--- config.mk ---
export PLATFORM = sky130hd
export DESIGN_NAME = nor_pe_ctrl
export DESIGN_NICKNAME = d
export VERILOG_FILES = /design/src/rtl/nor_pe_pkg.sv /design/src/rtl/nor_pe_region.sv /design/src/rtl/nor_pe_merge.sv /design/src/rtl/nor_pe_walker.sv /design/src/rtl/nor_pe_ctrl.sv
export SDC_FILE = /design/constraint.sdc
export NUM_CORES = 1
export LEC_CHECK = 0
export CORE_MARGIN = 2
export CORE_UTILIZATION = 51
export CTS_BUF_LIST = sky130_fd_sc_hd__clkbuf_4 sky130_fd_sc_hd__clkbuf_8
export DETAILED_ROUTE_END_ITERATION = 10
export GPL_TIMING_DRIVEN = 0
export MAX_ROUTING_LAYER = met4
export PLACE_DENSITY = 0.82
export SYNTH_ARGS = -nofsm -noshare
export SYNTH_HDL_FRONTEND = slang
export SYNTH_SLANG_ARGS = --single-unit
--- constraint.sdc ---
create_clock -name clk -period 2.32 [get_ports clk]
set_input_delay 0.464 -clock clk [delete_from_list [all_inputs] [get_ports clk]]
set_output_delay 0.464 -clock clk [all_outputs]
set_load 0.02 [all_outputs]
--- src/rtl/nor_pe_pkg.sv ---
package nor_pe_pkg;

    localparam logic [7:0] CODE_SMALL_A = 8'h20;
    localparam logic [7:0] CODE_SMALL_B = 8'h21;
    localparam logic [7:0] CODE_MID     = 8'h52;
    localparam logic [7:0] CODE_SECT_A  = 8'hD8;
    localparam logic [7:0] CODE_SECT_B  = 8'hDC;
    localparam logic [7:0] CODE_ALL     = 8'hC7;
    localparam logic [7:0] ERASED_BYTE  = 8'hFF;

    typedef enum logic [2:0] {
        RG_NONE,
        RG_SMALL,
        RG_MID,
        RG_SECTOR,
        RG_ALL
    } region_e;

    typedef struct packed {
        logic [7:0] wdata;
        logic       zero_to_one;
    } merge_t;

    function automatic region_e code_to_region(input logic [7:0] code);
        region_e r;
        case (code)
            CODE_SMALL_A, CODE_SMALL_B: r = RG_SMALL;
            CODE_MID:                   r = RG_MID;
            CODE_SECT_A, CODE_SECT_B:   r = RG_SECTOR;
            CODE_ALL:                   r = RG_ALL;
            default:                    r = RG_NONE;
        endcase
        return r;
    endfunction

    function automatic merge_t merge_byte(input logic [7:0] old_b,
                                          input logic [7:0] new_b,
                                          input logic       overwrite);
        merge_t m;
        m.wdata       = overwrite ? new_b : (old_b & new_b);
        m.zero_to_one = !overwrite && (|(~old_b & new_b));
        return m;
    endfunction

endpackage

--- src/rtl/nor_pe_region.sv ---
module nor_pe_region
    import nor_pe_pkg::*;
#(
    parameter int ADDR_W       = 16,
    parameter int SMALL_BYTES  = 4096,
    parameter int MID_BYTES    = 32768,
    parameter int SECTOR_BYTES = 16384,
    parameter bit CAP_SMALL    = 1'b1,
    parameter bit CAP_MID      = 1'b0
) (
    input  logic [7:0]        code,
    input  logic [ADDR_W-1:0] addr,
    output logic              valid,
    output logic              cap_miss,
    output logic [ADDR_W-1:0] base,
    output logic [ADDR_W-1:0] last
);
    localparam logic [ADDR_W-1:0] SMALL_M1 = ADDR_W'(SMALL_BYTES - 1);
    localparam logic [ADDR_W-1:0] MID_M1   = ADDR_W'(MID_BYTES - 1);
    localparam logic [ADDR_W-1:0] SECT_M1  = ADDR_W'(SECTOR_BYTES - 1);

    logic [ADDR_W-1:0] span_m1;

    always_comb begin
        valid    = 1'b1;
        cap_miss = 1'b0;
        span_m1  = '0;
        case (code_to_region(code))
            RG_SMALL: begin
                span_m1  = SMALL_M1;
                cap_miss = !CAP_SMALL;
            end
            RG_MID: begin
                span_m1  = MID_M1;
                cap_miss = !CAP_MID;
            end
            RG_SECTOR: span_m1 = SECT_M1;
            RG_ALL:    span_m1 = '1;
            default:   valid   = 1'b0;
        endcase
    end

    assign base = addr & ~span_m1;
    assign last = addr | span_m1;

endmodule

--- src/rtl/nor_pe_merge.sv ---
module nor_pe_merge
    import nor_pe_pkg::*;
(
    input  logic [7:0] old_b,
    input  logic [7:0] new_b,
    input  logic       overwrite,
    output logic [7:0] wdata,
    output logic       zero_to_one
);
    merge_t m;

    always_comb m = merge_byte(old_b, new_b, overwrite);

    assign wdata       = m.wdata;
    assign zero_to_one = m.zero_to_one;

endmodule

--- src/rtl/nor_pe_walker.sv ---
module nor_pe_walker #(
    parameter int ADDR_W = 16
) (
    input  logic              clk,
    input  logic              rst,
    input  logic              start,
    input  logic [ADDR_W-1:0] base,
    input  logic [ADDR_W-1:0] last,
    output logic              active,
    output logic [ADDR_W-1:0] ptr
);
    logic [ADDR_W-1:0] last_q;

    always_ff @(posedge clk) begin
        if (rst) begin
            active <= 1'b0;
            ptr    <= '0;
            last_q <= '0;
        end else if (start) begin
            active <= 1'b1;
            ptr    <= base;
            last_q <= last;
        end else if (active) begin
            if (ptr == last_q) begin
                active <= 1'b0;
            end else begin
                ptr <= ptr + 1'b1;
            end
        end
    end

endmodule

--- src/rtl/nor_pe_ctrl.sv ---
module nor_pe_ctrl
    import nor_pe_pkg::*;
#(
    parameter int SMALL_BYTES  = 4096,
    parameter int MID_BYTES    = 32768,
    parameter int SECTOR_BYTES = 16384,
    parameter int SECTOR_COUNT = 4,
    parameter bit CAP_SMALL    = 1'b1,
    parameter bit CAP_MID      = 1'b0,
    localparam int ARRAY_BYTES = SECTOR_BYTES * SECTOR_COUNT,
    localparam int ADDR_W      = $clog2(ARRAY_BYTES)
) (
    input  logic              clk,
    input  logic              rst,
    input  logic              prog_req,
    input  logic              erase_req,
    input  logic [ADDR_W-1:0] req_addr,
    input  logic [7:0]        req_data,
    input  logic [7:0]        erase_code,
    input  logic              wr_en,
    input  logic              eeprom_mode,
    input  logic              warn_clr,
    output logic              busy,
    output logic              prot_err,
    output logic              cap_err,
    output logic              warn,
    output logic [ADDR_W-1:0] mem_addr,
    output logic              mem_rd_en,
    input  logic [7:0]        mem_rdata,
    output logic              mem_wr_en,
    output logic [7:0]        mem_wdata
);
    logic              rg_valid;
    logic              rg_cap_miss;
    logic [ADDR_W-1:0] rg_base;
    logic [ADDR_W-1:0] rg_last;
    logic              erase_go;
    logic              prog_go;
    logic              walk_active;
    logic [ADDR_W-1:0] walk_ptr;
    logic              prog_pend;
    logic [ADDR_W-1:0] prog_addr;
    logic [7:0]        prog_data;
    logic              prog_over;
    logic [7:0]        merged;
    logic              merged_z2o;
    logic              idle;

    nor_pe_region #(
        .ADDR_W      (ADDR_W),
        .SMALL_BYTES (SMALL_BYTES),
        .MID_BYTES   (MID_BYTES),
        .SECTOR_BYTES(SECTOR_BYTES),
        .CAP_SMALL   (CAP_SMALL),
        .CAP_MID     (CAP_MID)
    ) u_region (
        .code    (erase_code),
        .addr    (req_addr),
        .valid   (rg_valid),
        .cap_miss(rg_cap_miss),
        .base    (rg_base),
        .last    (rg_last)
    );

    assign idle     = !busy;
    assign erase_go = erase_req && idle && rg_valid && wr_en;
    assign prog_go  = prog_req && idle && !erase_req;

    nor_pe_walker #(.ADDR_W(ADDR_W)) u_walker (
        .clk   (clk),
        .rst   (rst),
        .start (erase_go),
        .base  (rg_base),
        .last  (rg_last),
        .active(walk_active),
        .ptr   (walk_ptr)
    );

    nor_pe_merge u_merge (
        .old_b      (mem_rdata),
        .new_b      (prog_data),
        .overwrite  (prog_over),
        .wdata      (merged),
        .zero_to_one(merged_z2o)
    );

    always_ff @(posedge clk) begin
        if (rst) begin
            prog_pend <= 1'b0;
            prog_addr <= '0;
            prog_data <= '0;
            prog_over <= 1'b0;
            prot_err  <= 1'b0;
            cap_err   <= 1'b0;
            warn      <= 1'b0;
        end else begin
            prog_pend <= prog_go;
            if (prog_go) begin
                prog_addr <= req_addr;
                prog_data <= req_data;
                prog_over <= eeprom_mode;
            end
            prot_err <= prog_go && !wr_en;
            cap_err  <= erase_req && idle && rg_valid && rg_cap_miss;
            if (warn_clr) begin
                warn <= 1'b0;
            end else if (prog_pend && merged_z2o) begin
                warn <= 1'b1;
            end
        end
    end

    assign busy      = walk_active || prog_pend;
    assign mem_rd_en = prog_go;
    assign mem_wr_en = walk_active || prog_pend;
    assign mem_wdata = walk_active ? ERASED_BYTE : merged;

    always_comb begin
        if (walk_active) begin
            mem_addr = walk_ptr;
        end else if (prog_pend) begin
            mem_addr = prog_addr;
        end else begin
            mem_addr = req_addr;
        end
    end

endmodule

## After elaboration in Yosys (flattened, before gate mapping)

Index checks and enable logic that the tools add are counted.

| word-level totals | value |
|---|---|
| flip-flop bits (word level) | 62 |
| input bits | 47 |
| output and inout port bits | 30 |
| logic and storage cells | 64 |

| cells by class | value |
|---|---|
| add/sub/neg operators | 1 |
| bitwise logic cells | 6 |
| eq/ne operators | 12 |
| reduce and logical (&&, ||, !) cells | 21 |
| multiplexer cells | 14 |

Operators with widths:

| operator | number |
|---|---|
| 2-to-1 mux 16 bit | 5 |
| case mux 16 bit (4 select lines) | 1 |
| equality test 8 bit, second input constant | 3 |
| adder 16 x 1 -> 16 bit, second input constant | 1 |
| bitwise AND 16 bit | 1 |
| bitwise AND 8 bit | 2 |
| equality test 16 bit | 1 |
| equality test 8 x 6 -> 1 bit, second input constant | 2 |
| 2-to-1 mux 8 bit | 2 |
| NOT 16 bit | 1 |
| OR 16 bit | 1 |
| case mux 3 bit (4 select lines) | 1 |
| logical AND 1 bit | 9 |
| equality test 8 x 7 -> 1 bit, second input constant | 1 |
| NOT 8 bit | 1 |
| OR reduction 8 bit | 1 |
| equality test 3 x 2 -> 1 bit, second input constant | 2 |
| OR reduction 2 bit | 3 |
| 2-to-1 mux 1 bit | 5 |
| zero test 1 bit | 4 |
| OR reduction 4 bit | 1 |
| equality test 3 x 1 -> 1 bit, second input constant | 1 |
| equality test 3 bit, second input constant | 1 |
| != test 2 bit, second input constant | 1 |
| 3 further kinds | 3 |

## Depth between registers and ports, before layout

Gate-level depths: netlist (run 1).

| depth | value |
|---|---|
| word-level depth | 10 |
| depth in mapped cells | 8 |
| depth with buffers taken out | 6 |

## Cells and area by module

A second synthesis (run 1) with hierarchy kept.

| unflattened totals | value |
|---|---|
| cells, all modules | 461 |
| area total of the unflattened synthesis | 3,948.8 um2 |

By module, submodules not included:

| module | times used | sequential area each (um2) | area each (um2) | cells each |
|---|---|---|---|---|
| nor_pe_walker | 1 | 660.6 | 1,725.4 | 199 |
| nor_pe_ctrl | 1 | 580.6 | 1,689.1 | 186 |
| nor_pe_region | 1 | 0.0 | 396.6 | 55 |
| nor_pe_merge | 1 | 0.0 | 137.6 | 21 |

## Least setup slack after synthesis (run 1)

No wires, ideal clock.

| timing path | value |
|---|---|
| path kind | register to output |
| start | reg prog_pend |
| end | out mem_addr[10] |
| stages on the path, launching flop included | 5 |
| setup slack | 0.280 ns |
| arrival time | 1.576 ns |
| required time | 1.856 ns |
| path buffers | 2 |
| path through | dfxtp_1 buf_2 buf_1 mux2i_1 o21ai_0 |

| between the ends | value |
|---|---|
| longest elaborated chain between the ends | 2 |

RTL lines:

| element | RTL line | RTL |
|---|---|---|
| start, declared | nor_pe_ctrl.sv:41 | `logic prog_pend;` |
| start signal, assigned | nor_pe_ctrl.sv:97 | `prog_pend <= prog_go;` |
| 2-to-1 mux 16 bit | nor_pe_ctrl.sv:121 | `end else if (prog_pend) begin` |
| 2-to-1 mux 16 bit | nor_pe_ctrl.sv:119 | `if (walk_active) begin` |
| end, declared | nor_pe_ctrl.sv:27 | `output logic [ADDR_W-1:0] mem_addr,` |

Every way passes these cells.

## Worst setup path after layout (run 1)

| timing path | value |
|---|---|
| start | in erase_code[7] |
| end | reg u_walker.last_q[14] |

| between the ends | value |
|---|---|
| longest elaborated chain between the ends | 8 |
| elaborated cells on any way between the ends | 19 |
| classes of those cells | 10 x eq/ne; 3 x mux; 1 x bitwise; 5 x reduce/logical |

RTL lines:

| element | RTL line | RTL |
|---|---|---|
| start, declared | nor_pe_ctrl.sv:19 | `input logic [7:0] erase_code,` |
| equality test 8 bit or equality test 8 x 6 -> 1 bit (tied branches) | nor_pe_pkg.sv:26 | `case (code)` |
| OR reduction 2 bit | nor_pe_pkg.sv:26 |  |
| case mux 3 bit (4 select lines) * | nor_pe_pkg.sv:26 |  |
| equality test 3 x 1 -> 1 bit (tied with other cells) | nor_pe_region.sv:28 | `case (code_to_region(code))` |
| OR reduction 4 bit (no line) | -- |  |
| 2-to-1 mux 1 bit | nor_pe_region.sv:28 |  |
| logical AND 1 bit (2 in a row) | nor_pe_ctrl.sv:66 | `assign erase_go = erase_req && idle && rg_valid && wr_en;` |
| end signal, assigned | nor_pe_walker.sv:22 | `last_q <= last;` |
| end, declared | nor_pe_walker.sv:12 | `logic [ADDR_W-1:0] last_q;` |

Every way passes the cells marked *; elsewhere a longest branch is shown, timed or not.
A chain may end at the register's enable or synchronous reset.

==> out/results.ini, run 1 <==
[worst_hold_path]
min_path_type = flip-flop to flip-flop

[timing]
setup_tns_ns = 0
period_needed_ns = 2.236
rsz0062_at_grt = false
max_freq_ghz = 0.4472
fin_skew_ns = 0.007939
relSlewSlack = 0.6503
fin_crit_sh = 0.9638
setup_ws_ns = 0.08407
finalHoldViolCount = 0
finalMaxSlewViolations = 0
finalSetupViolCount = 0
tightestPinTransition_ns = 0.5246

[critical_path]
r2r_end = u_walker.ptr[9]
critical_path.max_fanout = 10
reg2reg_from = u_walker.ptr[8]
rrSetupSlack_ns = 0.16
required_ns = 2.57
worstSetupStartpointType = input pin
cp.arrival_ns = 2.49
crit_start = erase_code[7]
worstRegToRegCells = 7
critPathKind = input pin to flip-flop
worst_setup_path_end_kind = flip-flop
endpoint = u_walker.last_q[14]

[clock_tree]
clock_sinks = 62
tritoncts = yes
clk_latency_ns = 0.35
clockRootBuffer = clkbuf_8
htree_num_levels = 3
clkTransAtPathRegs_ns = 0.07
cts.path.max_buffers = 2
numCtsBuffers = 9
cts_hold_buf = 0

[drt]
ant_nets = 0
firstDrtPassIters = 4
wl_per_cell_um = 14.75
vias = 3019
drtIter0Drc = 184
routed_wl_mm = 8.335
drc = 0
avgViaCountPerCell = 5.343

[global_routing]
grt_antenna_before_repair = 0
grt_pass1_vias = 2966
grt_pass1_wl_mm = 13.34
grt_usage = 0.2759
grt_max_degree = 18
grt-ovfl-total = 0

[logic_synthesis]
synth_nets = 446
synth_cells = 398
synth_common_cells = nand2_1, dfxtp_1, nor2_1
syn_avg_cell_area_sq_um = 7.696
synth_top_area_cell = dfxtp_1
synth_edf_count = 0
synth_area_sq_um = 3063
ys_seq_area_frac = 0.4052
yosys.area.top_type_share = 0.4052
yosysMostFrequentCell = nand2_1
ys.warnings.count = 0
synthTopCellsByArea = dfxtp_1, nand2_1, xnor2_1
ys.flop_type = dfxtp_1
synth-async-reset-ratio = 0
yosys.cell_types.count = 39
yosys_register_bits = 62

[floorplanning]
ioPinCount = 77
initial_core_util = 0.5235
die_y_um = 81.50
coreArea_sq_um = 5851
core.rowCount = 28
dieWidth_um = 81.50
dieArea_sq_um = 6641

[final_layout]
areaGrowthSynthToFinish_pct = 34.35
n_antenna_cell = 0
fin_nets = 533
finalNonFillerCells = 565
drive_gt1_frac = 0.09184

[power]
ir_drop_v = 0.0003333
p_leak_nw = 1.469
p_per_area_nw_per_um2 = 542.3
power_mw = 2.231

[place]
pre_cts_slack_ns = -0.9572
gp_congestion = 0.8884
dp_cells = 548
port_buffers = 75
dp_hpwl_mm = 6.118

[run_status]
outcome = finished clean

[job]
maxCapViolCount = 0

where the power goes:
part           internal [mW]  total, mW  switching (mW)
logic                  0.152      0.309           0.157
registers               1.09       1.10          0.0156
clock network          0.378      0.818           0.440
total                   1.62       2.23           0.612
stage by stage:
stage,util,hold WS [ns],area (sq um)
2_1_floorplan,-,0.4360,3063
3_3_place_gp,0.6679,0.4406,3908
3_5_place_dp,0.6679,0.4477,3908
4_1_cts,0.6985,0.4570,4086
5_1_grt,0.7034,0.4797,4115
6_report,0.7034,0.4552,4115
cells by family after synthesis:
group / share of synthesized area
AND/OR/NAND/NOR: 0.2480
AO/OA/AOI/OAI: 0.1389
flip-flops: 0.4052
buffers and inverters: 0.06291
XOR/XNOR: 0.08538
multiplexers: 0.05555
adder cells (fa/ha/maj): 0.004084
cell type report:
cell class	instances	area [sq um]
clock inverter	7	41.29
buffer	24	137.6
fill	495	1735
clock buffer	9	123.9
multi-input combinational	290	1640
tap	75	93.84
timing repair buffer	79	759.5
inverter	19	76.32
sequential	62	1242
worst min-delay path by stage:
stage / startpoint / end / slack (ns) / cells past startpoint
global placement: prog_addr[4] / prog_addr[4] / 0.44 / 2
detailed placement: prog_addr[13] / prog_addr[13] / 0.45 / 2
finish: prog_addr[8] / prog_addr[8] / 0.46 / 2
floorplan: prog_addr[0] / prog_addr[0] / 0.44 / 2
global route: prog_addr[5] / prog_addr[5] / 0.48 / 2
CTS: prog_addr[13] / prog_addr[13] / 0.46 / 2
sequential cells by signal, indices dropped and copies added, names as in the netlist:
signal	count
prog_over	1
u_walker.ptr	16
prog_addr	16
cap_err	1
warn	1
u_walker.last_q	16
u_walker.active	1
prog_pend	1
prog_data	8
prot_err	1
metal layers:
layer	up-vias	GRT usage	part of all wire
li1	1510	-	-
met1	1374	0.3201	0.43
met2	122	0.4500	0.48
met3	13	0.06154	0.068
met4	0	0.1373	0.015
met5	-	-	0
worst max-delay path, cell delays in order:
cell and delay, ns:
clkdlybuf4s50_1 0.46, or4b_1 0.57, a21o_1 0.23, a31oi_4 0.22
buf_4 0.22, nor2_1 0.06, a311oi_1 0.25
cell usage in the layout, fill, tap and decap left out, drive strengths merged, types with 2 or more instances in the layout:
cell,count
clkinv,7
nor3,13
inv,18
dlygate4sd2,13
nor2,51
a31oi,2
buf,14
nand4b,2
a21oi,31
xnor2,28
o22ai,4
dfxtp,62
a21o,2
clkbuf,24
nand2b,8
nand3,5
mux2i,17
clkdlybuf4s50,60
o21ai,26
a211oi,4
nor4,5
nand4,7
or2,2
nand2,72
what timing repair did:
| item | 4_1_cts | 5_1_grt |
|---|---|---|
| setup buffers | 1 | 3 |
| setup endpoints to repair | 27 | 30 |
| gates resized for setup | 31 | 6 |
| pin swaps | 1 | 2 |
Power figures use the tool's default switching activity.
==> inputs of run 2 (changes only) <==
--- a/config.mk
+++ b/config.mk
@@ -9,6 +9,7 @@
 export CORE_UTILIZATION = 51
 export CTS_BUF_LIST = sky130_fd_sc_hd__clkbuf_4 sky130_fd_sc_hd__clkbuf_8
 export DETAILED_ROUTE_END_ITERATION = 10
+export GPL_ROUTABILITY_DRIVEN = 0
 export GPL_TIMING_DRIVEN = 0
 export MAX_ROUTING_LAYER = met4
 export PLACE_DENSITY = 0.82
==> results of run 2 <==
No change in the layout: final DEF, timing and power equal those of run 1.
==> inputs of run 3 (changes only) <==
--- a/config.mk
+++ b/config.mk
@@ -5,9 +5,10 @@
 export SDC_FILE = /design/constraint.sdc
 export NUM_CORES = 1
 export LEC_CHECK = 0
-export CORE_MARGIN = 2
+export CORE_MARGIN = 4
 export CORE_UTILIZATION = 51
 export CTS_BUF_LIST = sky130_fd_sc_hd__clkbuf_4 sky130_fd_sc_hd__clkbuf_8
+export CTS_CLUSTER_SIZE = 20
 export DETAILED_ROUTE_END_ITERATION = 10
 export GPL_ROUTABILITY_DRIVEN = 0
 export GPL_TIMING_DRIVEN = 0
==> constraint.sdc (replaced) <==
create_clock -name clk -period 2.32 [get_ports clk]
set_input_delay 0.464 -clock clk [delete_from_list [all_inputs] [get_ports clk]]
set_output_delay 0.464 -clock clk [all_outputs]
set_load 0.01 [all_outputs]
==> run 3 against run 2 <==
First-iteration DRC count is 14% lower; clock power is 22% higher; final area is 2.0% higher; clock skew is 0.0016 ns higher; sequential power hardly changed; power is 8.0% higher; register-to-register slack better by 0.08 ns; setup slack worse by 0.033 ns; flip-flop and latch count stayed put; critical endpoint is now mem_addr[1]; largest cell class unchanged.
==> out/results.ini, run 3 (synthesized netlist as in run 1, its figures left out) <==
[final_layout]
n_antenna_cell = 0
drive_gt1_frac = 0.08961
multi_input_comb_area_sq_um = 1645
finalNonFillerCells = 563
fill_cells = 475
seq_area_sq_um = 1242
mostFrequentLayoutCells = nand2_1, clkdlybuf4s50_1, dfxtp_1
layout_commonest_cell = nand2_1
areaGrowthSynthToFinish_pct = 37.05
reg.largest.list = prog_addr: 16 flops, u_walker.last_q: 16 flops, u_walker.ptr: 16 flops
fin_nets = 535

[timing]
fin_crit_sh = 0.9778
finalMaxSlewViolations = 0
relSlewSlack = 0.6308
period_needed_ns = 2.269
tightestPinTransition_ns = 0.5537
fin_skew_ns = 0.009548
max_freq_ghz = 0.4408
finalSetupViolCount = 0
rsz0062_at_grt = true
setup_ws_ns = 0.05139
finalHoldViolCount = 0
hold_ws_ns = 0.4562

[place]
port_buffers = 75
dp_cells = 545
pre_cts_slack_ns = -0.7774
dp_hpwl_mm = 6.279

[clock_tree]
clockRootBuffer = clkbuf_8
htree_num_levels = 3
numCtsBuffers = 9
clk_latency_ns = 0.35
tritoncts = yes
cts.path.max_buffers = 2
clkTransAtPathRegs_ns = 0.07
clock_sinks = 62

[global_routing]
grt_pass1_wl_mm = 14.14
grt-ovfl-total = 0
grt_pass1_vias = 3117
grt_antenna_before_repair = 0
grt_max_degree = 11
grt_usage = 0.2508

[floorplanning]
initial_core_util = 0.5397
dieArea_sq_um = 7309
ioPinCount = 77
dieWidth_um = 85.50
die_y_um = 85.50
core.rowCount = 27
coreArea_sq_um = 5675

[power]
p_int_mw = 1.826
p_per_area_nw_per_um2 = 574.3
power_mw = 2.411
clkPwrFrac = 0.417
swShare = 0.2427
pwr-share-seq = 0.458
ir_drop_v = 0.0003872
p_leak_nw = 1.529
power_frac_comb = 0.125
switchingPower_uw = 585.0

[critical_path]
slowest_delay_ns = 0.58
cp_common_cell = clkdlybuf4s50_1
slowest_stage = clkdlybuf4s50_1
required_ns = 1.86
worstSetupStartpointType = input pin
crit_chain = clkdlybuf4s50_1 -> mux2i_1 -> o21ai_0 -> clkdlybuf4s50_1
worst_setup_path_end_kind = output pin
cp.arrival_ns = 1.80
critical_path.max_fanout = 2
critPathKind = input pin to output pin

[drt]
avgViaCountPerCell = 5.407
wl_met1_mm = 3.676
routed_wl_mm = 8.714
wl_per_cell_um = 15.48
ant_nets = 0
drc = 0
firstDrtPassIters = 5
dr_wl_met3_um = 525
drtIter0Drc = 159
routed.top_layer = met4
dr_wl_met2_mm = 4.392
vias = 3044

[job]
maxCapViolCount = 0

[worst_hold_path]
min_path_type = flip-flop to flip-flop

[run_status]
outcome = finished clean

run 3: timing repair:
item / in CTS / in global routing
pin swaps: 1 / 1
resized for setup: 24 / 14
setup buffers: 2 / 3
hold buffers: 0 / 0
endpoints found under the setup margin: 25 / 36
run 3: critical path: cells and delay by family:
| family | cells | cell delay [ns] |
|---|---|---|
| compound gates | 1 | 0.20 |
| mux | 1 | 0.09 |
| buf+inv | 2 | 1.06 |
run 3: metrics by stage:
step / utilization / TNS, ns / instance area, sq um
global route: 0.7396 / -0.06295 / 4198
finish: 0.7396 / 0 / 4198
detailed placement: 0.6878 / -9.680 / 3904
CTS: 0.7310 / 0 / 4149
floorplan: - / 0 / 3063
global placement: 0.6878 / -8.301 / 3904
run 3: final timing paths:
path / from / end / slack (ns) / depth (start not counted)
setup reg to reg: u_walker.ptr[9] / u_walker.ptr[13] / 0.24 / 7
hold reg to reg: prog_addr[7] / prog_addr[7] / 0.46 / 2
setup / recovery: req_addr[1] / mem_addr[1] / 0.05 / 4
hold / removal: prog_addr[7] / prog_addr[7] / 0.46 / 2
run 3: cell type report:
| class | count | area share |
|---|---|---|
| buffer | 25 | 0.03607 |
| clock inverter | 3 | 0.01013 |
| tap | 72 | 0.02146 |
| multi-input combinational | 290 | 0.3920 |
| clock buffer | 12 | 0.03934 |
| inverter | 19 | 0.01729 |
| sequential | 62 | 0.2960 |
| timing repair buffer | 80 | 0.1878 |
run 3: power groups by stage:
stage	clock (mW)	sequential, mW	combinational (mW)
2_1_floorplan	0	1.12	0.124
3_3_place_gp	0	1.12	0.293
3_5_place_dp	0	1.13	0.300
4_1_cts	1.00	1.10	0.303
5_1_grt	1.06	1.11	0.328
6_report	1.00	1.10	0.302
run 3: routing by layer:
layer	global-route usage	vias up
met4	0.06906	0
met5	-	-
li1	-	1497
met1	0.2898	1437
met2	0.4258	97
met3	0.07109	13
